===== src/rtl/burst_col_pkg.sv =====
package burst_col_pkg;
  localparam int unsigned COL_W = 9;
  localparam int unsigned CODE_W = 3;

  typedef enum logic [CODE_W-1:0] {
    BL_1    = 3'd0,
    BL_2    = 3'd1,
    BL_4    = 3'd2,
    BL_8    = 3'd3,
    BL_PAGE = 3'd7
  } bl_code_e;
endpackage


===== src/rtl/burst_len_decode.sv =====
module burst_len_decode
  import burst_col_pkg::*;
#(
  parameter int unsigned COL_W_P = COL_W
) (
  input  logic [CODE_W-1:0] bl_code_i,
  input  logic              wr_i,
  input  logic              single_wr_i,
  output logic [COL_W_P-1:0] mask_o,
  output logic              full_o
);
  always_comb begin
    mask_o = '0;
    full_o = 1'b0;
    if (!(wr_i && single_wr_i)) begin
      case (bl_code_e'(bl_code_i))
        BL_2:    mask_o = COL_W_P'(1);
        BL_4:    mask_o = COL_W_P'(3);
        BL_8:    mask_o = COL_W_P'(7);
        BL_PAGE: begin
          mask_o = '1;
          full_o = 1'b1;
        end
        default: mask_o = '0;
      endcase
    end
  end
endmodule


===== src/rtl/burst_beat_ctrl.sv =====
module burst_beat_ctrl
  import burst_col_pkg::*;
#(
  parameter int unsigned COL_W_P = COL_W
) (
  input  logic               clk_i,
  input  logic               rst_ni,
  input  logic               start_i,
  input  logic [COL_W_P-1:0] start_col_i,
  input  logic [COL_W_P-1:0] mask_i,
  input  logic               full_i,
  input  logic               il_i,
  input  logic               term_i,
  output logic               busy_o,
  output logic [COL_W_P-1:0] base_o,
  output logic [COL_W_P-1:0] cnt_o,
  output logic [COL_W_P-1:0] mask_o,
  output logic               full_o,
  output logic               il_o,
  output logic               last_o
);
  logic               busy_q, full_q, il_q;
  logic [COL_W_P-1:0] base_q, cnt_q, mask_q;
  logic               fixed_end, page_end;

  assign fixed_end = busy_q && !full_q && (cnt_q == mask_q);
  assign page_end  = busy_q && full_q && term_i;

  always_ff @(posedge clk_i or negedge rst_ni) begin
    if (!rst_ni) begin
      busy_q <= 1'b0;
      full_q <= 1'b0;
      il_q   <= 1'b0;
      base_q <= '0;
      cnt_q  <= '0;
      mask_q <= '0;
    end else if (start_i) begin
      busy_q <= 1'b1;
      full_q <= full_i;
      il_q   <= il_i && !full_i;  // full page is sequential only
      base_q <= start_col_i;
      cnt_q  <= '0;
      mask_q <= mask_i;
    end else if (busy_q) begin
      if (fixed_end || page_end) busy_q <= 1'b0;
      else cnt_q <= cnt_q + COL_W_P'(1);
    end
  end

  assign busy_o = busy_q;
  assign base_o = base_q;
  assign cnt_o  = cnt_q;
  assign mask_o = mask_q;
  assign full_o = full_q;
  assign il_o   = il_q;
  assign last_o = fixed_end;
endmodule


===== src/rtl/burst_addr_gen.sv =====
module burst_addr_gen
  import burst_col_pkg::*;
#(
  parameter int unsigned COL_W_P = COL_W
) (
  input  logic [COL_W_P-1:0] base_i,
  input  logic [COL_W_P-1:0] cnt_i,
  input  logic [COL_W_P-1:0] mask_i,
  input  logic               il_i,
  output logic [COL_W_P-1:0] col_o
);
  logic [COL_W_P-1:0] sum;
  assign sum = base_i + cnt_i;

  // carries only move upward, so masked low bits of sum wrap within the block
  for (genvar b = 0; b < COL_W_P; b++) begin : g_bit
    assign col_o[b] = mask_i[b] ? (il_i ? (base_i[b] ^ cnt_i[b]) : sum[b])
                                : base_i[b];
  end
endmodule


===== src/rtl/burst_col_seq.sv =====
module burst_col_seq
  import burst_col_pkg::*;
#(
  parameter int unsigned COL_W_P = COL_W
) (
  input  logic               clk_i,
  input  logic               rst_ni,
  input  logic               start_i,
  input  logic [COL_W_P-1:0] start_col_i,
  input  logic [CODE_W-1:0]  bl_code_i,
  input  logic               il_type_i,
  input  logic               wr_i,
  input  logic               single_wr_i,
  input  logic               term_i,
  output logic [COL_W_P-1:0] col_o,
  output logic               valid_o,
  output logic               last_o
);
  logic [COL_W_P-1:0] dec_mask, base_q, cnt_q, mask_q;
  logic               dec_full, full_q, il_q, busy_q;

  burst_len_decode #(.COL_W_P(COL_W_P)) u_dec (
    .bl_code_i  (bl_code_i),
    .wr_i       (wr_i),
    .single_wr_i(single_wr_i),
    .mask_o     (dec_mask),
    .full_o     (dec_full)
  );

  burst_beat_ctrl #(.COL_W_P(COL_W_P)) u_ctrl (
    .clk_i      (clk_i),
    .rst_ni     (rst_ni),
    .start_i    (start_i),
    .start_col_i(start_col_i),
    .mask_i     (dec_mask),
    .full_i     (dec_full),
    .il_i       (il_type_i),
    .term_i     (term_i),
    .busy_o     (busy_q),
    .base_o     (base_q),
    .cnt_o      (cnt_q),
    .mask_o     (mask_q),
    .full_o     (full_q),
    .il_o       (il_q),
    .last_o     (last_o)
  );

  burst_addr_gen #(.COL_W_P(COL_W_P)) u_gen (
    .base_i(base_q),
    .cnt_i (cnt_q),
    .mask_i(mask_q),
    .il_i  (il_q),
    .col_o (col_o)
  );

  assign valid_o = busy_q;
endmodule


===== config.mk =====
export PLATFORM = sky130hd
export DESIGN_NAME = burst_col_seq
export DESIGN_NICKNAME = d
export VERILOG_FILES = /design/src/rtl/burst_col_pkg.sv /design/src/rtl/burst_len_decode.sv /design/src/rtl/burst_beat_ctrl.sv /design/src/rtl/burst_addr_gen.sv /design/src/rtl/burst_col_seq.sv
export SDC_FILE = /design/constraint.sdc
export NUM_CORES = 1
export LEC_CHECK = 0
export ABC_AREA = 1
export BUFFER_PORTS_ARGS = -buffer_cell sky130_fd_sc_hd__buf_2
export CAP_MARGIN = 20
export CORE_MARGIN = 10
export CORE_UTILIZATION = 56
export DETAILED_ROUTE_END_ITERATION = 6
export HOLD_SLACK_MARGIN = 0.1
export PLACE_DENSITY = 0.79
export SLEW_MARGIN = 15
export SYNTH_ARGS = -nofsm -noshare
export SYNTH_HDL_FRONTEND = slang
export SYNTH_SLANG_ARGS = --single-unit

===== constraint.sdc =====
create_clock -name clk_i -period 1.8 [get_ports clk_i]
set_input_delay 0.09 -clock clk_i [delete_from_list [all_inputs] [get_ports clk_i]]
set_output_delay 0.09 -clock clk_i [all_outputs]
set_load 0.05 [all_outputs]

; After elaboration in Yosys (flattened, before gate mapping)
; Index checks and enable logic that the tools add are counted.
[totals]
mem_bits_ro = 0
inputBits = 19
register_bits = 30
elab_cells = 62
latch_bits = 0
memories = 0
mem_bits_rw = 0
[classes]
n_div = 0
shift = 0
n_reduce_logical = 11
eq_ne = 6
n_mul = 0
mux = 28
magnitude_cmp = 0
addsub = 2
n_bitwise = 9
[ops]
columns = op, count
row1 = 9-bit 2-to-1 mux, 4
row2 = 9-bit one-hot mux with 4 select lines, 1
row3 = 1-bit 2-to-1 mux, 23
row4 = 9-bit by 1-bit adder with 9-bit output (second input constant), 1
row5 = 9-bit adder, 1
row6 = 9-bit equality test, 1
row7 = 1-bit bitwise XOR, 9
row8 = 3-bit by 2-bit equality test with 1-bit output (second input constant), 2
row9 = 1-bit logical AND, 6
row10 = 3-bit by 1-bit equality test with 1-bit output (second input constant), 1
row11 = 3-bit equality test (second input constant), 1
row12 = 1-bit zero test, 2
row13 = 2-bit inequality test (second input constant), 1
row14 = 2-bit AND reduction, 1
row15 = 2-bit nonzero test, 1
row16 = 1-bit logical OR, 1

; Logic depth before layout (Yosys ltp)
; Gate-level depths: netlist (run 1).
[depth]
ltp_word = 7
ltp_mapped = 11
mapped_depth_nobuf = 11

; Hierarchy
; Synthesis (run 1) repeated with hierarchy kept, for this count alone.
[hier_totals]
hier_cells = 332
hier_area_um2 = 2229.6
[modules_own_cells]
columns = module, cells_per_inst, area_each_um2, seq_area_each_um2, n_inst
row1 = burst_beat_ctrl, 221, 1617.8, 750.7, 1
row2 = burst_addr_gen, 93, 518.0, 0.0, 1
row3 = burst_len_decode, 18, 93.8, 0.0, 1

; Worst setup path before layout (run 1)
; No wires, ideal clock.
[synth_timing]
kind = register to output
start = reg u_ctrl.cnt_q[0], in the netlist u_ctrl.cnt_o[0]
end = out col_o[4]
stages_incl_launch_ff = 8
arrival_ns = 2.335
n_path_buf = 0
setup_slack_ns = -0.625
cell_sequence = dfrtp_1 > ha_1 > fa_1 > nand2_1 > nand2_1 > nand3_1 > xor2_1 > o21ai_0
[synth_via]
elab_chain_len = 3
[synth_lines]
columns = element, line
row1 = from (decl), burst_beat_ctrl.sv:23  ; logic [COL_W_P-1:0] base_q, cnt_q, mask_q;
row2 = from (signal assigned), burst_beat_ctrl.sv:46  ; else cnt_q <= cnt_q + COL_W_P'(1);
row3 = 9-bit adder, burst_addr_gen.sv:13  ; assign sum = base_i + cnt_i;
row4 = 1-bit 2-to-1 mux (2 in series), burst_addr_gen.sv:17  ; assign col_o[b] = mask_i[b] ? (il_i ? (base_i[b] ^ cnt_i[b]) : sum[b])
row5 = to (decl), burst_col_seq.sv:15  ; output logic [COL_W_P-1:0] col_o,
; No other way between the ends.

; Worst setup path after layout (run 1)
[layout_timing]
start = reg u_ctrl.cnt_q[0], in the netlist u_ctrl.cnt_o[0]
end = out col_o[8]
; The elaborated chain is that of the path after synthesis.

==> impl_metrics.prom, run 1 <==
# TYPE chip_impl_metric gauge
chip_impl_metric{name="placed_cells_incl_taps",unit=""} 346
chip_impl_metric{name="worstMarginPinSlew",unit="ns"} 0.583
chip_impl_metric{name="drtPass1Iterations",unit=""} 5
chip_impl_metric{name="postSynthAreaPerCell",unit="um2"} 6.77
chip_impl_metric{name="syn_to_layout_area_delta",unit="%"} 44.6
chip_impl_metric{name="global_route.usage.met2",unit="%"} 31.3
chip_impl_metric{name="antenna_found_initial",unit=""} 0
chip_impl_metric{name="floorplan.rows",unit=""} 20
chip_impl_metric{name="finClkSkew",unit="ns"} 0.00371
chip_impl_metric{name="die_height",unit="um"} 76.7
chip_impl_info{name="critical-path-top-cell-by-count",value="sky130_fd_sc_hd__nand2_1"} 1
chip_impl_metric{name="dr.first_iter.drc_count",unit=""} 240
chip_impl_metric{name="max_stage_delay",unit="ns"} 0.42
chip_impl_metric{name="route.antenna.remaining_nets",unit=""} 0
chip_impl_metric{name="cts_num_sinks",unit=""} 25
chip_impl_metric{name="antennaDiodeCount",unit=""} 0
chip_impl_metric{name="pin_count_of_the_biggest_net_entering_global_routing",unit=""} 28
chip_impl_metric{name="die_width",unit="um"} 76.7
chip_impl_info{name="worstHoldPathType",value="primary input to register"} 1
chip_impl_metric{name="grt_util_met1",unit="%"} 20.7
chip_impl_metric{name="cellLeakagePower",unit="nW"} 1.39
chip_impl_metric{name="postSynth.asyncResetShare",unit="%"} 100
chip_impl_metric{name="net_switching_fraction_of_the_power",unit="%"} 44.5
chip_impl_metric{name="fin_crit",unit="ns"} 2.26
chip_impl_metric{name="routed_via_density",unit=""} 5.57
chip_impl_info{name="synthTopCellsByCount",value="sky130_fd_sc_hd__nand2_1, sky130_fd_sc_hd__inv_1, sky130_fd_sc_hd__nand3_1"} 1
chip_impl_metric{name="cell_internal_pwr",unit="mW"} 1.12
chip_impl_info{name="tritoncts_clock_tree",value="yes"} 1
chip_impl_metric{name="timing.final.setup_violations",unit=""} 9
chip_impl_metric{name="final_layout_size_suffix_gt1_share",unit="%"} 27.5
chip_impl_info{name="violations",value="negative setup slack"} 1
chip_impl_info{name="worst_setup_path_end_kind",value="primary output"} 1
chip_impl_metric{name="reg2regPathDepth",unit=""} 10
chip_impl_metric{name="die_area",unit="um2"} 5880
chip_impl_metric{name="ctsHtreeMaxLevel",unit=""} 1
chip_impl_metric{name="clk_pin_slew_worst_paths",unit="ns"} 0.15
chip_impl_metric{name="globalRouteTotalUtil",unit="%"} 17.7
chip_impl_metric{name="max-cap-violations",unit=""} 0
chip_impl_metric{name="worstHoldPathCells",unit=""} 3
chip_impl_info{name="netlist.top_cell.by_area",value="sky130_fd_sc_hd__dfrtp_1"} 1
chip_impl_metric{name="post-route-drc-count",unit=""} 0
chip_impl_metric{name="core",unit="um2"} 3080
chip_impl_metric{name="detailedPlacementHpwl",unit="um"} 3360
chip_impl_info{name="timing_worst_setup_path_type",value="register to primary output"} 1
chip_impl_metric{name="vdd.ir_drop.worst",unit="mV"} 0.816
chip_impl_metric{name="multi_input_comb_area",unit="um2"} 1170
chip_impl_metric{name="via_count",unit=""} 2104
chip_impl_metric{name="slew_headroom",unit="%"} 61.1
chip_impl_metric{name="timing_max_transition_violations_final",unit=""} 0
chip_impl_metric{name="synth_sequential_area_ratio",unit="%"} 34.7
chip_impl_metric{name="total_number_of_cells_along_the_worst_setup_path",unit=""} 11
chip_impl_metric{name="syn-instance-count",unit=""} 266
chip_impl_metric{name="sequential_cell_area",unit="um2"} 626
chip_impl_metric{name="crit_fanout",unit=""} 2
chip_impl_metric{name="postSynthRegisterBits",unit=""} 25
chip_impl_metric{name="placed_cell_area",unit="um2"} 2090
chip_impl_metric{name="drt-total-wl",unit="um"} 6170
chip_impl_info{name="grt_setup_unrepaired",value="yes"} 1
chip_impl_info{name="top_cells_by_area_synth",value="sky130_fd_sc_hd__dfrtp_1, sky130_fd_sc_hd__nand2_1, sky130_fd_sc_hd__nand3_1"} 1
chip_impl_metric{name="global_route.usage.met3",unit="%"} 3.96
chip_impl_metric{name="clk-insertion-delay-late",unit="ns"} 0.33
chip_impl_info{name="critPathSlowestCell",value="sky130_fd_sc_hd__dfrtp_1"} 1
chip_impl_metric{name="synth-warning-count",unit=""} 0
chip_impl_info{name="post-synth-top-count-cell",value="sky130_fd_sc_hd__nand2_1"} 1
chip_impl_metric{name="power.share.sequential",unit="%"} 33.5
chip_impl_metric{name="worst-endpoint-arrival",unit="ns"} 2.17
chip_impl_metric{name="total_switching_power",unit="mW"} 0.897
chip_impl_info{name="timing.critical_path.from_type",value="register"} 1
chip_impl_metric{name="nFillCells",unit=""} 167
chip_impl_info{name="run_status",value="finished with violations"} 1
chip_impl_metric{name="worstPathBufferInverterCount",unit=""} 1
chip_impl_metric{name="final_cell_count_no_fill",unit=""} 378
chip_impl_metric{name="routabilityCongestion",unit=""} 0.867
chip_impl_metric{name="postLayoutCellArea",unit="um2"} 2600
chip_impl_metric{name="finalHoldViolations",unit=""} 0
chip_impl_metric{name="yosys.cell_types.count",unit=""} 25
chip_impl_metric{name="critical_path_required",unit="ns"} 1.71
chip_impl_metric{name="synth_area",unit="um2"} 1800
chip_impl_metric{name="max-clock-path-buffers",unit=""} 2
chip_impl_info{name="clock_tree.root_cell",value="sky130_fd_sc_hd__clkbuf_4"} 1
chip_impl_metric{name="cts-buffers-inserted",unit=""} 3
chip_impl_metric{name="wire_per_inst",unit="um"} 16.3
chip_impl_metric{name="combinationalPowerShare",unit="%"} 53.1
chip_impl_metric{name="fin_nets",unit=""} 364
chip_impl_metric{name="num_io_pins",unit=""} 30
chip_impl_info{name="dominantRegCellSynth",value="sky130_fd_sc_hd__dfrtp_1"} 1
chip_impl_metric{name="buffer_ports.inserted",unit=""} 29
chip_impl_metric{name="worst_slack",unit="ns"} -0.465
chip_impl_metric{name="synth_edf_count",unit=""} 0
chip_impl_metric{name="grt_pass1_wl",unit="um"} 8830
chip_impl_metric{name="finalCritPeriodShare",unit="%"} 126
chip_impl_metric{name="start_util",unit="%"} 58.5
chip_impl_metric{name="first_global_vias",unit=""} 1945
chip_impl_info{name="routing_layer_with_the_top_usage_in_global_route",value="met2"} 1
chip_impl_metric{name="cellPowerDensity",unit="nW/um2"} 773
chip_impl_info{name="critical_path.top_delay_family",value="simple AND/OR/NAND/NOR gates"} 1
chip_impl_metric{name="globalRouteOverflowTotal",unit=""} 0
chip_impl_metric{name="power.share.clock",unit="%"} 13.4
chip_impl_metric{name="synthDominantCellAreaShare",unit="%"} 34.7
chip_impl_metric{name="synthesis.nets",unit=""} 295
chip_impl_info{name="worstPathCellList",value="ha_2, fa_2, nand2_1, nand2_1, nand3_2, nand2_2, nand3_1, nand3_1, nand2_1, nand2_2, buf_8"} 1
chip_impl_metric{name="peak_freq",unit="MHz"} 442
sequential cells by signal, summed over array words and instances, names as in the netlist:
signal,count
u_ctrl.base_o,9
u_ctrl.busy_o,1
u_ctrl.cnt_o,9
u_ctrl.full_o,1
u_ctrl.il_o,1
u_ctrl.mask_o,4
logic make-up after synthesis:
family / Yosys count / share of synthesized area (%)
adder cells (fa/ha/maj): 10 / 7.37
buffers and inverters: 46 / 10.2
AO/OA/AOI/OAI: 21 / 6.67
flip-flops: 25 / 34.7
AND/OR/NAND/NOR: 156 / 37.1
XOR/XNOR: 8 / 3.89
worst reg2reg max path, stage by stage (launching register included):
cell	delay [ns]
sky130_fd_sc_hd__dfrtp_1	0.51
sky130_fd_sc_hd__buf_4	0.20
sky130_fd_sc_hd__inv_1	0.04
sky130_fd_sc_hd__nand2_1	0.05
sky130_fd_sc_hd__nand3_1	0.10
sky130_fd_sc_hd__nor2_2	0.17
sky130_fd_sc_hd__nand3_4	0.11
sky130_fd_sc_hd__buf_4	0.20
sky130_fd_sc_hd__nand2_4	0.14
sky130_fd_sc_hd__nand3_1	0.12
sky130_fd_sc_hd__nand2_1	0.10
routing by layer:
layer	routed length [um]	part of all wire, %
met4	214	3.5
met5	0	0
met3	456	7.4
met2	3120	51
met1	2380	39
layout make-up:
class / instances / share of cell area [%]
Multi-Input combinational cell: 195 / 45.0
Sequential cell: 25 / 24.0
Timing Repair Buffer: 71 / 22.1
Inverter: 39 / 5.72
Tap cell: 44 / 2.11
Clock buffer: 3 / 0.865
Clock inverter: 1 / 0.192
cells in the final DEF (no fill, tap or decap), drive strengths merged:
| cell | n |
|---|---|
| a211oi | 1 |
| a21boi | 1 |
| a21oi | 2 |
| buf | 54 |
| clkbuf | 3 |
| clkinv | 3 |
| dfrtp | 25 |
| dlygate4sd3 | 17 |
| fa | 1 |
| ha | 9 |
| inv | 37 |
| nand2 | 98 |
| nand3 | 29 |
| nand4 | 11 |
| nor2 | 17 |
| nor3 | 1 |
| o211ai | 1 |
| o21ai | 13 |
| o22ai | 3 |
| xnor2 | 1 |
| xor2 | 7 |
power by group through the flow:
stage               clock network [mW]  registers, mW  logic [mW]
floorplan                            0          0.699       0.503
global placement                     0          0.668       0.732
detailed placement                   0          0.669       0.742
CTS                              0.274          0.665       0.908
global route                     0.292          0.680        1.12
finish                           0.270          0.674        1.07
stage by stage:
stage,TNS (ns),utilization (%),total power [mW],setup WS (ns),hold WS (ns)
after floorplan,0,-,1.20,0.00780,-0.206
after global placement,-0.149,68.0,1.40,-0.100,0.113
after detailed placement,-0.289,68.0,1.41,-0.160,0.114
after CTS,-1.64,80.5,1.85,-0.305,0.104
after global routing,-2.99,84.6,2.10,-0.512,0.121
final,-2.22,84.6,2.01,-0.465,0.111
worst paths after layout:
| kind | from | endpoint | slack (ns) |
|---|---|---|---|
| max | u_ctrl.cnt_o[0]$_DFFE_PN0P_ | col_o[8] | -0.46 |
| min | start_i | u_ctrl.base_o[7]$_DFFE_PN0P_ | 0.11 |
| max reg2reg | u_ctrl.cnt_o[1]$_DFFE_PN0P_ | u_ctrl.cnt_o[0]$_DFFE_PN0P_ | 0.03 |
| min reg2reg | u_ctrl.base_o[7]$_DFFE_PN0P_ | u_ctrl.base_o[7]$_DFFE_PN0P_ | 0.54 |
| max in group asynchronous | rst_ni | u_ctrl.cnt_o[7]$_DFFE_PN0P_ | 1.13 |
| min in group asynchronous | rst_ni | u_ctrl.il_o$_DFFE_PN0P_ | 0.29 |
repair_timing:
item,in CTS,in global routing
setup endpoints to repair,9,17
setup buffers,5,7
pin swaps,9,11
hold buffers,17,0
resized for setup,36,16
hold endpoints to repair,38,0
Note: power is estimated with default switching activity, not from simulation.
==> run 2, diff against run 1 <==
--- a/config.mk
+++ b/config.mk
@@ -9,10 +9,10 @@
 export BUFFER_PORTS_ARGS = -buffer_cell sky130_fd_sc_hd__buf_2
 export CAP_MARGIN = 20
 export CORE_MARGIN = 10
-export CORE_UTILIZATION = 56
+export CORE_UTILIZATION = 51
 export DETAILED_ROUTE_END_ITERATION = 6
 export HOLD_SLACK_MARGIN = 0.1
-export PLACE_DENSITY = 0.79
+export PLACE_DENSITY = 0.76
 export SLEW_MARGIN = 15
 export SYNTH_ARGS = -nofsm -noshare
 export SYNTH_HDL_FRONTEND = slang
==> constraint.sdc (replaced) <==
create_clock -name clk_i -period 1.9 [get_ports clk_i]
set_input_delay 0.095 -clock clk_i [delete_from_list [all_inputs] [get_ports clk_i]]
set_output_delay 0.095 -clock clk_i [all_outputs]
set_load 0.05 [all_outputs]
==> impl_metrics.prom, run 2 (synthesis gave the netlist of run 1 again) <==
# TYPE chip_impl_metric gauge
chip_impl_info{name="routing_layer_with_the_top_usage_in_global_route",value="met2"} 1
chip_impl_info{name="clock_tree.root_cell",value="sky130_fd_sc_hd__clkbuf_4"} 1
chip_impl_metric{name="first_global_vias",unit=""} 1829
chip_impl_metric{name="grt_pass1_wl",unit="um"} 8380
chip_impl_metric{name="sequential_cell_area",unit="um2"} 628
chip_impl_metric{name="setup_tns",unit="ns"} -1.01
chip_impl_info{name="violations",value="negative setup slack"} 1
chip_impl_metric{name="timing.final.setup_violations",unit=""} 7
chip_impl_metric{name="ctsHtreeMaxLevel",unit=""} 1
chip_impl_metric{name="cellLeakagePower",unit="nW"} 1.33
chip_impl_metric{name="slew_headroom",unit="%"} 63.0
chip_impl_metric{name="final_cell_count_no_fill",unit=""} 371
chip_impl_metric{name="cellPowerDensity",unit="nW/um2"} 715
chip_impl_metric{name="drtPass1Iterations",unit=""} 4
chip_impl_metric{name="vdd.ir_drop.worst",unit="mV"} 0.464
chip_impl_info{name="worst_setup_path_end_kind",value="primary output"} 1
chip_impl_metric{name="grt_util_met1",unit="%"} 18.8
chip_impl_metric{name="die_height",unit="um"} 79.4
chip_impl_metric{name="timing_max_transition_violations_final",unit=""} 0
chip_impl_metric{name="antennaDiodeCount",unit=""} 0
chip_impl_metric{name="clk-insertion-delay-late",unit="ns"} 0.32
chip_impl_metric{name="floorplan.rows",unit=""} 21
chip_impl_info{name="tritoncts_clock_tree",value="yes"} 1
chip_impl_metric{name="syn_to_layout_area_delta",unit="%"} 40.0
chip_impl_metric{name="final_layout_size_suffix_gt1_share",unit="%"} 27.4
chip_impl_metric{name="worst-endpoint-arrival",unit="ns"} 2.09
chip_impl_metric{name="die_area",unit="um2"} 6310
chip_impl_metric{name="drt-total-wl",unit="um"} 5370
chip_impl_metric{name="global_route.usage.met2",unit="%"} 29.2
chip_impl_metric{name="max-clock-path-buffers",unit=""} 2
chip_impl_metric{name="global_route.usage.met3",unit="%"} 3.72
chip_impl_metric{name="worstMarginPinSlew",unit="ns"} 0.554
chip_impl_metric{name="multi_input_comb_area",unit="um2"} 1180
chip_impl_info{name="grt_setup_unrepaired",value="yes"} 1
chip_impl_metric{name="max-cap-violations",unit=""} 0
chip_impl_metric{name="fin_nets",unit=""} 355
chip_impl_metric{name="clk_pin_slew_worst_paths",unit="ns"} 0.13
chip_impl_metric{name="fin_crit",unit="ns"} 2.19
chip_impl_metric{name="cts-buffers-inserted",unit=""} 3
chip_impl_metric{name="num_io_pins",unit=""} 30
chip_impl_metric{name="placed_cells_incl_taps",unit=""} 344
chip_impl_info{name="most_common_cell_after_layout_fill_and_taps_aside",value="sky130_fd_sc_hd__nand2_1"} 1
chip_impl_metric{name="reg2regPathDepth",unit=""} 11
chip_impl_metric{name="antenna_found_initial",unit=""} 0
chip_impl_metric{name="detailedPlacementHpwl",unit="um"} 3160
chip_impl_info{name="timing.critical_path.from_type",value="register"} 1
chip_impl_metric{name="critical_path_required",unit="ns"} 1.80
chip_impl_metric{name="via_count",unit=""} 1977
chip_impl_metric{name="worst_slack",unit="ns"} -0.289
chip_impl_metric{name="dr.first_iter.drc_count",unit=""} 120
chip_impl_metric{name="nFillCells",unit=""} 256
chip_impl_metric{name="post-route-drc-count",unit=""} 0
chip_impl_metric{name="peak_freq",unit="MHz"} 457
chip_impl_metric{name="routed_via_density",unit=""} 5.33
chip_impl_metric{name="hold_ws",unit="ns"} 0.138
chip_impl_metric{name="finalHoldViolations",unit=""} 0
chip_impl_metric{name="globalRouteTotalUtil",unit="%"} 16.4
chip_impl_info{name="layout.cells.most_common_list",value="sky130_fd_sc_hd__nand2_1, sky130_fd_sc_hd__inv_1, sky130_fd_sc_hd__nand3_1"} 1
chip_impl_metric{name="cts_num_sinks",unit=""} 25
chip_impl_metric{name="buffer_ports.inserted",unit=""} 29
chip_impl_metric{name="wire_per_inst",unit="um"} 14.5
chip_impl_metric{name="core",unit="um2"} 3360
chip_impl_metric{name="finClkSkew",unit="ns"} 0.00424
chip_impl_metric{name="worstHoldPathCells",unit=""} 4
chip_impl_metric{name="routabilityCongestion",unit=""} 0.850
chip_impl_info{name="run_status",value="finished with violations"} 1
chip_impl_metric{name="globalRouteOverflowTotal",unit=""} 0
chip_impl_metric{name="p_total",unit="mW"} 1.80
chip_impl_metric{name="die_width",unit="um"} 79.4
chip_impl_info{name="worstHoldPathType",value="primary input to register"} 1
chip_impl_metric{name="start_util",unit="%"} 53.5
chip_impl_metric{name="pin_count_of_the_biggest_net_entering_global_routing",unit=""} 28
chip_impl_metric{name="crit_fanout",unit=""} 2
chip_impl_metric{name="route.antenna.remaining_nets",unit=""} 0
chip_impl_metric{name="preCtsSetupSlack",unit="ns"} -0.0579
chip_impl_metric{name="finalCritPeriodShare",unit="%"} 115
chip_impl_info{name="timing_worst_setup_path_type",value="register to primary output"} 1
## run 2: metrics by stage
step | area [um2] | utilization, %
after CTS | 2430 | 72.1
after detailed placement | 2060 | 61.3
after global routing | 2520 | 75.0
after floorplan | 1820 | -
final | 2520 | 75.0
after global placement | 2060 | 61.3
## run 2: final timing paths
check	startpoint	end	slack, ns
worst min register to register	u_ctrl.base_o[7]$_DFFE_PN0P_	u_ctrl.base_o[7]$_DFFE_PN0P_	0.53
max in group asynchronous	rst_ni	u_ctrl.cnt_o[1]$_DFFE_PN0P_	1.22
worst max-delay path	u_ctrl.cnt_o[0]$_DFFE_PN0P_	col_o[6]	-0.29
worst max register to register	u_ctrl.cnt_o[2]$_DFFE_PN0P_	u_ctrl.cnt_o[1]$_DFFE_PN0P_	0.28
min in group asynchronous	rst_ni	u_ctrl.il_o$_DFFE_PN0P_	0.28
worst min-delay path	single_wr_i	u_ctrl.mask_o[2]$_DFFE_PN0P_	0.14
## run 2: critical path, cell delays in order, from the launching register on
cell                      delay [ns]
sky130_fd_sc_hd__dfrtp_1        0.41
sky130_fd_sc_hd__ha_2           0.20
sky130_fd_sc_hd__fa_2           0.36
sky130_fd_sc_hd__nand2_2        0.10
sky130_fd_sc_hd__nand2_2        0.07
sky130_fd_sc_hd__nand3_2        0.10
sky130_fd_sc_hd__nand2_1        0.08
sky130_fd_sc_hd__nand2_1        0.06
sky130_fd_sc_hd__nand2_1        0.07
sky130_fd_sc_hd__nand3_2        0.09
sky130_fd_sc_hd__o21ai_2        0.07
sky130_fd_sc_hd__buf_6          0.16
## run 2: final cells by class
type / instances / area share [%]
Inverter: 39 / 5.81
Tap cell: 46 / 2.28
Multi-Input combinational cell: 195 / 46.7
Timing Repair Buffer: 62 / 19.3
Clock buffer: 4 / 1.04
Sequential cell: 25 / 24.9
## run 2: metal layers
layer  wire length, um  vias up  share of wire, %
met3               258       18               4.8
li1                  -      969                 -
met2              2820       64                52
met4               204        0               3.8
met5                 0        -                 0
met1              2090      926                39
## run 2: timing repair
action / in CTS / in global routing
hold buffers: 15 / 0
setup buffers: 3 / 5
pin swaps: 12 / 14
endpoints found under the setup margin: 9 / 9
resized for setup: 34 / 17
endpoints found under the hold margin: 38 / 0
## run 2: power breakdown
| group | switching, mW | internal (mW) | leakage [nW] |
|---|---|---|---|
| sequential | 0.0543 | 0.584 | 0.318 |
| combinational | 0.570 | 0.355 | 1.00 |
| clock | 0.158 | 0.0823 | 0.0150 |
| total | 0.783 | 1.02 | 1.33 |
